[config.mk]
export PLATFORM = sky130hd
export DESIGN_NAME = truth_logic_unit
export DESIGN_NICKNAME = d
export VERILOG_FILES = /design/src/rtl/tlu_pkg.sv /design/src/rtl/tlu_mux4.sv /design/src/rtl/tlu_bitwise.sv /design/src/rtl/tlu_cmp_chain.sv /design/src/rtl/tlu_out_stage.sv /design/src/rtl/truth_logic_unit.sv
export SDC_FILE = /design/constraint.sdc
export NUM_CORES = 1
export LEC_CHECK = 0
export BUFFER_PORTS_ARGS = -buffer_cell sky130_fd_sc_hd__buf_4
export CAP_MARGIN = 20
export CORE_UTILIZATION = 52
export DETAILED_ROUTE_END_ITERATION = 8
export PLACE_DENSITY = 0.82
export SYNTH_ARGS = -nofsm -noshare
export SYNTH_HDL_FRONTEND = slang
export SYNTH_HIERARCHICAL = 1
export SYNTH_SLANG_ARGS = --single-unit
[constraint.sdc]
create_clock -name clk -period 1.6 [get_ports clk]
set_input_delay 0.48 -clock clk [delete_from_list [all_inputs] [get_ports clk]]
set_output_delay 0.48 -clock clk [all_outputs]
set_load 0.02 [all_outputs]
[src/rtl/tlu_pkg.sv]
package tlu_pkg;
  localparam int FUNC_W = 4;
  localparam int CMP_W  = 2;
  // compare state encoding carried along the chain
  localparam logic [CMP_W-1:0] CMP_EQ = 2'b00;
  localparam logic [CMP_W-1:0] CMP_LT = 2'b01;
  localparam logic [CMP_W-1:0] CMP_GT = 2'b10;

  function automatic logic [2:0] cmp_flags(input logic [CMP_W-1:0] st);
    // returns {eq, lt, gt}
    case (st)
      CMP_LT:  cmp_flags = 3'b010;
      CMP_GT:  cmp_flags = 3'b001;
      default: cmp_flags = 3'b100;
    endcase
  endfunction
endpackage

[src/rtl/tlu_mux4.sv]
module tlu_mux4 #(
  parameter int W = 1
) (
  input  logic [1:0]   sel,
  input  logic [W-1:0] d0,
  input  logic [W-1:0] d1,
  input  logic [W-1:0] d2,
  input  logic [W-1:0] d3,
  output logic [W-1:0] y
);
  always_comb begin
    case (sel)
      2'd0:    y = d0;
      2'd1:    y = d1;
      2'd2:    y = d2;
      default: y = d3;
    endcase
  end
endmodule

[src/rtl/tlu_bitwise.sv]
module tlu_bitwise
  import tlu_pkg::*;
#(
  parameter int WIDTH = 16
) (
  input  logic [WIDTH-1:0]  a,
  input  logic [WIDTH-1:0]  b,
  input  logic [FUNC_W-1:0] func,
  output logic [WIDTH-1:0]  res
);
  for (genvar i = 0; i < WIDTH; i++) begin : g_bit
    tlu_mux4 #(.W(1)) u_mux (
      .sel ({a[i], b[i]}),
      .d0  (func[0]),
      .d1  (func[1]),
      .d2  (func[2]),
      .d3  (func[3]),
      .y   (res[i])
    );
  end
endmodule

[src/rtl/tlu_cmp_chain.sv]
module tlu_cmp_chain
  import tlu_pkg::*;
#(
  parameter int WIDTH = 16
) (
  input  logic [WIDTH-1:0] a,
  input  logic [WIDTH-1:0] b,
  output logic             eq,
  output logic             lt,
  output logic             gt
);
  logic [CMP_W-1:0] stage [WIDTH+1];

  assign stage[0] = CMP_EQ;

  // LSB to MSB: a differing higher bit overwrites any lower decision
  for (genvar i = 0; i < WIDTH; i++) begin : g_stage
    tlu_mux4 #(.W(CMP_W)) u_mux (
      .sel ({a[i], b[i]}),
      .d0  (stage[i]),
      .d1  (CMP_LT),
      .d2  (CMP_GT),
      .d3  (stage[i]),
      .y   (stage[i+1])
    );
  end

  logic [2:0] flags;
  assign flags = cmp_flags(stage[WIDTH]);
  assign eq = flags[2];
  assign lt = flags[1];
  assign gt = flags[0];
endmodule

[src/rtl/tlu_out_stage.sv]
module tlu_out_stage #(
  parameter int WIDTH = 16
) (
  input  logic             clk,
  input  logic             rst_n,
  input  logic             up_valid,
  output logic             up_ready,
  input  logic [WIDTH-1:0] up_res,
  input  logic             up_eq,
  input  logic             up_lt,
  input  logic             up_gt,
  output logic             dn_valid,
  input  logic             dn_ready,
  output logic [WIDTH-1:0] dn_res,
  output logic             dn_eq,
  output logic             dn_lt,
  output logic             dn_gt
);
  logic take;
  assign up_ready = !dn_valid || dn_ready;
  assign take     = up_valid && up_ready;

  always_ff @(posedge clk or negedge rst_n) begin
    if (!rst_n) begin
      dn_valid <= 1'b0;
      dn_res   <= '0;
      dn_eq    <= 1'b1;
      dn_lt    <= 1'b0;
      dn_gt    <= 1'b0;
    end else begin
      if (up_ready) dn_valid <= up_valid;
      if (take) begin
        dn_res <= up_res;
        dn_eq  <= up_eq;
        dn_lt  <= up_lt;
        dn_gt  <= up_gt;
      end
    end
  end
endmodule

[src/rtl/truth_logic_unit.sv]
module truth_logic_unit
  import tlu_pkg::*;
#(
  parameter int WIDTH = 16
) (
  input  logic              clk,
  input  logic              rst_n,
  input  logic              in_valid,
  output logic              in_ready,
  input  logic [WIDTH-1:0]  in_a,
  input  logic [WIDTH-1:0]  in_b,
  input  logic [FUNC_W-1:0] in_func,
  output logic              out_valid,
  input  logic              out_ready,
  output logic [WIDTH-1:0]  out_res,
  output logic              out_eq,
  output logic              out_lt,
  output logic              out_gt
);
  logic [WIDTH-1:0] res_c;
  logic             eq_c, lt_c, gt_c;

  tlu_bitwise #(.WIDTH(WIDTH)) u_bitwise (
    .a    (in_a),
    .b    (in_b),
    .func (in_func),
    .res  (res_c)
  );

  tlu_cmp_chain #(.WIDTH(WIDTH)) u_cmp (
    .a  (in_a),
    .b  (in_b),
    .eq (eq_c),
    .lt (lt_c),
    .gt (gt_c)
  );

  tlu_out_stage #(.WIDTH(WIDTH)) u_out (
    .clk      (clk),
    .rst_n    (rst_n),
    .up_valid (in_valid),
    .up_ready (in_ready),
    .up_res   (res_c),
    .up_eq    (eq_c),
    .up_lt    (lt_c),
    .up_gt    (gt_c),
    .dn_valid (out_valid),
    .dn_ready (out_ready),
    .dn_res   (out_res),
    .dn_eq    (out_eq),
    .dn_lt    (out_lt),
    .dn_gt    (out_gt)
  );
endmodule

==> metrics, run 1 <==
worst path bufs/invs 1; Sw Ratio 30.14%; slowest cell on the critical path mux4_2; pwr/cell area 744.9 nW/um2; fin worst setup slack -7231 ps; Pleak 0.001408 uW; CTS tree done; Post-synth EDFFs 0; Yosys warning count 6; final total power 2230 uW; clock tree buffer depth 2; io pins 61; Critical Path Start Type input pin; drt first pass iters 4; r2r startpoint u_out/dn_valid; Final Hold Viols 0; initial core utilization 54.81%; Cell Chain, Critical Path buf_8, mux4_2, mux4_2, mux4_2, mux4_2, mux4_2, mux4_2, mux4_2, mux4_2, mux4_2, mux4_2, mux4_2, mux4_2, mux4_2, mux4_2, mux4_2, mux4_2, ha_4, mux2_2; Peak VDD IR 0.0004245 V; CP Data Arrival Time 9020 ps; Num CTS Buffers 3; DIE AREA 4171 um2; library cells used by synthesis 13; power share of the clock group 22.7%; Comb pwr share 46.7%; GRT Util Overall 24.75%; Synth Cell Area 2037 um2; most frequent CP cell mux4_2; Mapped Cells 97; total congestion overflow 0; critical path's largest stage delay 540 ps; routed wire length 4.634 mm; Die Ht 64.59 um; clock skew 5.180 ps; vias per cell 5.023; type of the worst min-delay path in2async; Worst Path Required 1790 ps; clock slew at reported path FFs 80 ps; fillers 235; top cells by count, synth mux4_1 (32), dfrtp_1 (19), mux4_2 (16); core area 3716 um2; DP HPWL 3.622 mm; Crit path depth 19; run status finished with violations; P&R area growth vs syn 46.99%; clk root buf clkbuf_8; failing checks negative setup slack; Routed wire per std cell 15.19 um; Finished Core Util 80.57%; antenna violations before repair 0; final critical-path required period 8831 ps; chip width 64.59 um; first-pass GRT wire length 7.728 mm; Clock Latency Late Sink 260 ps; Sequential Power Share 30.6%; top cells by area, synth mux4_1 (41%), dfrtp_1 (23%), mux4_2 (18%), mux2_4 (7.4%), mux2_2 (5.0%); Synth area leader mux4_1; Max Clk Rate 113.2 MHz; Antenna Cells 0; cts hold-fix bufs 0; Most used DFF post-synth dfrtp_1; Crit Path Max Fanout 3; Max-Cap Viols 0; final antenna-violating net count 0; vias 1532; clk sinks 20; CTS HTree Levels 1; Max Slew Vio Count 0; Internal Pwr Total 1558 uW; critical path type in2reg; Yosys top cell area share 41.28%; CP delay by family, top multiplexers; row count 22; Synth Register Bits 20; Syn Area/Cell 21.00 um2; Post-route DRC 0; period utilization 551.9%; initial DRC count 49; largest net degree at the start of global routing 21; register area share after synthesis 24.63%; Post-CTS Setup Bufs 0; number of global-route vias before repair 1725; Crit. Startpoint in_b[0]; Crit. End Element flop; layout cell share with drive strength beyond 1 64.98%; most common cell in the synthesized netlist mux4_1; Port Buffers 60; asr flop ratio synth 100.0%; Psw 672.2 uW; R2R cell count 3; final net count 300; unrepaired setup endpoints after global routing true; routability congestion estimate 0.7825; final setup fails 3
[state kept, by name (all words and copies together) (netlist names)]
name / cells
u_out/dn_eq: 1
u_out/dn_gt: 1
u_out/dn_lt: 1
u_out/dn_res: 16
u_out/dn_valid: 1
[layout make-up]
class | instances | area, um2 | area share (%)
Multi-Input combinational cell | 140 | 1663 | 55.54
Inverter | 2 | 7.507 | 0.2507
Sequential cell | 20 | 501.7 | 16.76
Clock inverter | 1 | 30.03 | 1.003
Clock buffer | 3 | 41.29 | 1.379
Timing Repair Buffer | 91 | 690.7 | 23.07
Tap cell | 48 | 60.06 | 2.006
[logic make-up (layout without fill, tap and decap cells)]
logic type / Yosys count / count (layout) / synth area share, %
mux: 67 / 67 / 71.31
buf+inv: 3 / 97 / 0.9215
fa+ha+maj: 2 / 2 / 1.228
flops: 20 / 20 / 24.63
simple gates: 3 / 3 / 1.536
other cells: 2 / 68 / 0.3687
[timing repair]
item	CTS	global route
endpoints found under the setup margin	3	3
resized for setup	4	0
pin swaps	1	0
[power by group through the flow]
stage / Combinational [uW] / Clock [uW] / Sequential, uW
global route: 1110 / 545 / 695
detailed placement: 1020 / 0 / 691
global placement: 987 / 0 / 688
finish: 1040 / 506 / 683
floorplan: 458 / 0 / 807
CTS: 1040 / 514 / 686
[layout by cell type, fill, tap and decap left out]
| cell type | count |
|---|---|
| buf_4 | 90 |
| conb_1 | 68 |
| mux4_2 | 48 |
| dfrtp_1 | 19 |
| mux2_4 | 11 |
| mux2_2 | 8 |
| clkbuf_8 | 3 |
| inv_1 | 2 |
| bufinv_16 | 1 |
| buf_8 | 1 |
| ha_4 | 1 |
| ha_2 | 1 |
| nand2b_4 | 1 |
| nand2_4 | 1 |
| nand2b_1 | 1 |
| dfstp_2 | 1 |
[metrics by stage]
step / cell area, um2 / cells / hold slack [ps] / setup TNS, ps / setup slack (ps)
2_1_floorplan: 2167 / 163 / 184.4 / -21110 / -7105
3_3_place_gp: 2899 / 301 / 367.0 / -22200 / -7440
3_5_place_dp: 2899 / 301 / 372.5 / -22500 / -7558
4_1_cts: 2994 / 305 / 95.16 / -21550 / -7213
5_1_grt: 2994 / 305 / 91.46 / -22090 / -7394
6_report: 2994 / 305 / 88.18 / -21590 / -7231
[final timing paths]
check | end | slack, ps
hold reg to reg | u_out/dn_res[1] | 510
hold / removal | u_out/dn_res[15] | 90
min in group clk | u_out/dn_valid | 460
setup reg to reg | u_out/dn_res[15] | 350
setup / recovery | u_out/dn_eq | -7230
max in group asynchronous | u_out/dn_eq | 1250
[routing by layer]
metal  vias up  GRT usage (%)  share of wire, %
met5         -              0                 0
li1        703              -                 -
met2        49          49.87                58
met3         4          2.465               3.7
met4         0          3.333              0.73
met1       776          28.48                38
Power figures use the tool's default switching activity.
==> run 2: changes to the inputs <==
- SETUP_SLACK_MARGIN: unset -> 0.5
==> metrics, run 2 (synthesis results as in run 1) <==
Comb pwr share 57.1%; length of routed met3 wiring 452 um; Post-route DRC 0; routed wire length 7.040 mm; drt first pass iters 4; antenna violations before repair 0; Antenna Cells 0; placed cell areas 2908 um2; CP Data Arrival Time 9190 ps; top sig layer met4; unrepaired setup endpoints after global routing true; chip width 64.59 um; final setup fails 3; clk sinks 20; max reg flops 16; io pins 61; Pleak 0.001622 uW; number of global-route vias before repair 1955; Routed wire per std cell 21.46 um; most common cell after layout, fill and taps aside conb_1; clock slew at reported path FFs 80 ps; core area 3716 um2; Die Ht 64.59 um; power share of the clock group 14.1%; Psw 831.7 uW; M1 WL 2.317 mm; Internal Pwr Total 1660 uW; row count 22; initial DRC count 109; Max Clk Rate 111.0 MHz; critical path type in2reg; run status finished with violations; Num CTS Buffers 3; RR Endpoint u_out/dn_lt; GRT Util Overall 32.20%; total congestion overflow 0; r2r startpoint u_out/dn_valid; CTS tree done; Worst Path Required 1780 ps; Critical Path Start Type input pin; Max Slew Vio Count 0; cts hold-fix bufs 0; Sequential Power Share 28.8%; worst reg2reg setup slack 340 ps; routability congestion estimate 0.7283; vias 1816; final critical-path required period 9010 ps; largest net degree at the start of global routing 21; final net count 323; CTS HTree Levels 1; Max-Cap Viols 0; most frequent cells in the layout conb_1 (68), buf_4 (57), mux4_2 (48), buf_6 (40), dfrtp_1 (19); R2R cell count 4; Crit. End Element flop; DIE AREA 4171 um2; layout cell share with drive strength beyond 1 67.86%; Port Buffers 60; pwr/cell area 722.9 nW/um2; clock skew 9.699 ps; pre-CTS setup slack -7569 ps; clk root buf clkbuf_8; Finished Cell Area 3447 um2; initial core utilization 54.81%; Biggest register u_out/dn_res; P&R area growth vs syn 69.23%; Clock Latency Late Sink 260 ps; type of the worst min-delay path in2async; vias per cell 5.537; WL met2 3.942 mm; DP HPWL 3.562 mm; fin worst setup slack -7410 ps; Peak VDD IR 0.0004002 V; period utilization 563.1%; first-pass GRT wire length 9.998 mm; Sw Ratio 33.38%; clock tree buffer depth 2; Final Hold Viols 0; final antenna-violating net count 0; Crit Path Max Fanout 3; failing checks negative setup slack
-- run 2: worst max path at each step --
stage,slack [ps],end,from,depth (start not counted)
2_1_floorplan,-7110,u_out/dn_eq,in_b[0],18
3_3_place_gp,-7440,u_out/dn_eq,in_b[0],19
3_5_place_dp,-7570,u_out/dn_eq,in_b[0],19
4_1_cts,-7230,u_out/dn_eq,in_b[0],19
5_1_grt,-7490,u_out/dn_eq,in_b[0],19
6_report,-7410,u_out/dn_eq,in_b[0],19
-- run 2: timing repair --
action                     4_1_cts  5_1_grt
setup endpoints to repair       40       40
resized for setup               72       10
gates cloned                     1        0
pin swaps                        2        0
hold endpoints to repair         0        0
buffers inserted                13        9
-- run 2: routing by layer --
| layer | vias up | GRT usage [%] |
|---|---|---|
| li1 | 753 | - |
| met1 | 922 | 38.19 |
| met2 | 114 | 61.05 |
| met3 | 27 | 3.873 |
| met4 | 0 | 8.611 |
| met5 | - | 0 |
-- run 2: power by group through the flow --
stage | Combinational (uW) | Clock [uW] | Sequential (uW)
6_report | 1420 | 351 | 719
5_1_grt | 1490 | 373 | 724
4_1_cts | 1260 | 347 | 699
3_5_place_dp | 1020 | 0 | 690
3_3_place_gp | 989 | 0 | 688
2_1_floorplan | 462 | 0 | 807
-- run 2: final cells by class --
class	count	area [um2]
Clock buffer	4	45.04
Timing Repair Buffer	113	1119
Inverter	2	7.507
Sequential cell	20	501.7
Fill cell	114	269.0
Tap cell	48	60.06
Multi-Input combinational cell	141	1714
-- run 2: through the flow --
stage | TNS, ps | cells | utilization (%) | total power, uW | hold WS [ps]
3_5_place_dp | -22520 | 301 | 78.25 | 1713 | 375.4
5_1_grt | -22410 | 328 | 92.76 | 2583 | 89.20
3_3_place_gp | -22200 | 301 | 78.25 | 1677 | 368.7
4_1_cts | -21560 | 319 | 89.90 | 2309 | 96.34
6_report | -22130 | 328 | 92.76 | 2492 | 80.24
2_1_floorplan | -21110 | 163 | - | 1269 | 184.4
-- run 2: critical path: stages --
cell	delay [ps]
buf_8	80
mux4_2	510
mux4_2	500
mux4_2	500
mux4_2	530
mux4_2	510
mux4_2	500
mux4_2	490
mux4_2	520
mux4_2	490
mux4_2	500
mux4_2	500
mux4_2	490
mux4_2	500
mux4_2	520
mux4_2	530
mux4_2	540
ha_4	240
mux2_4	270
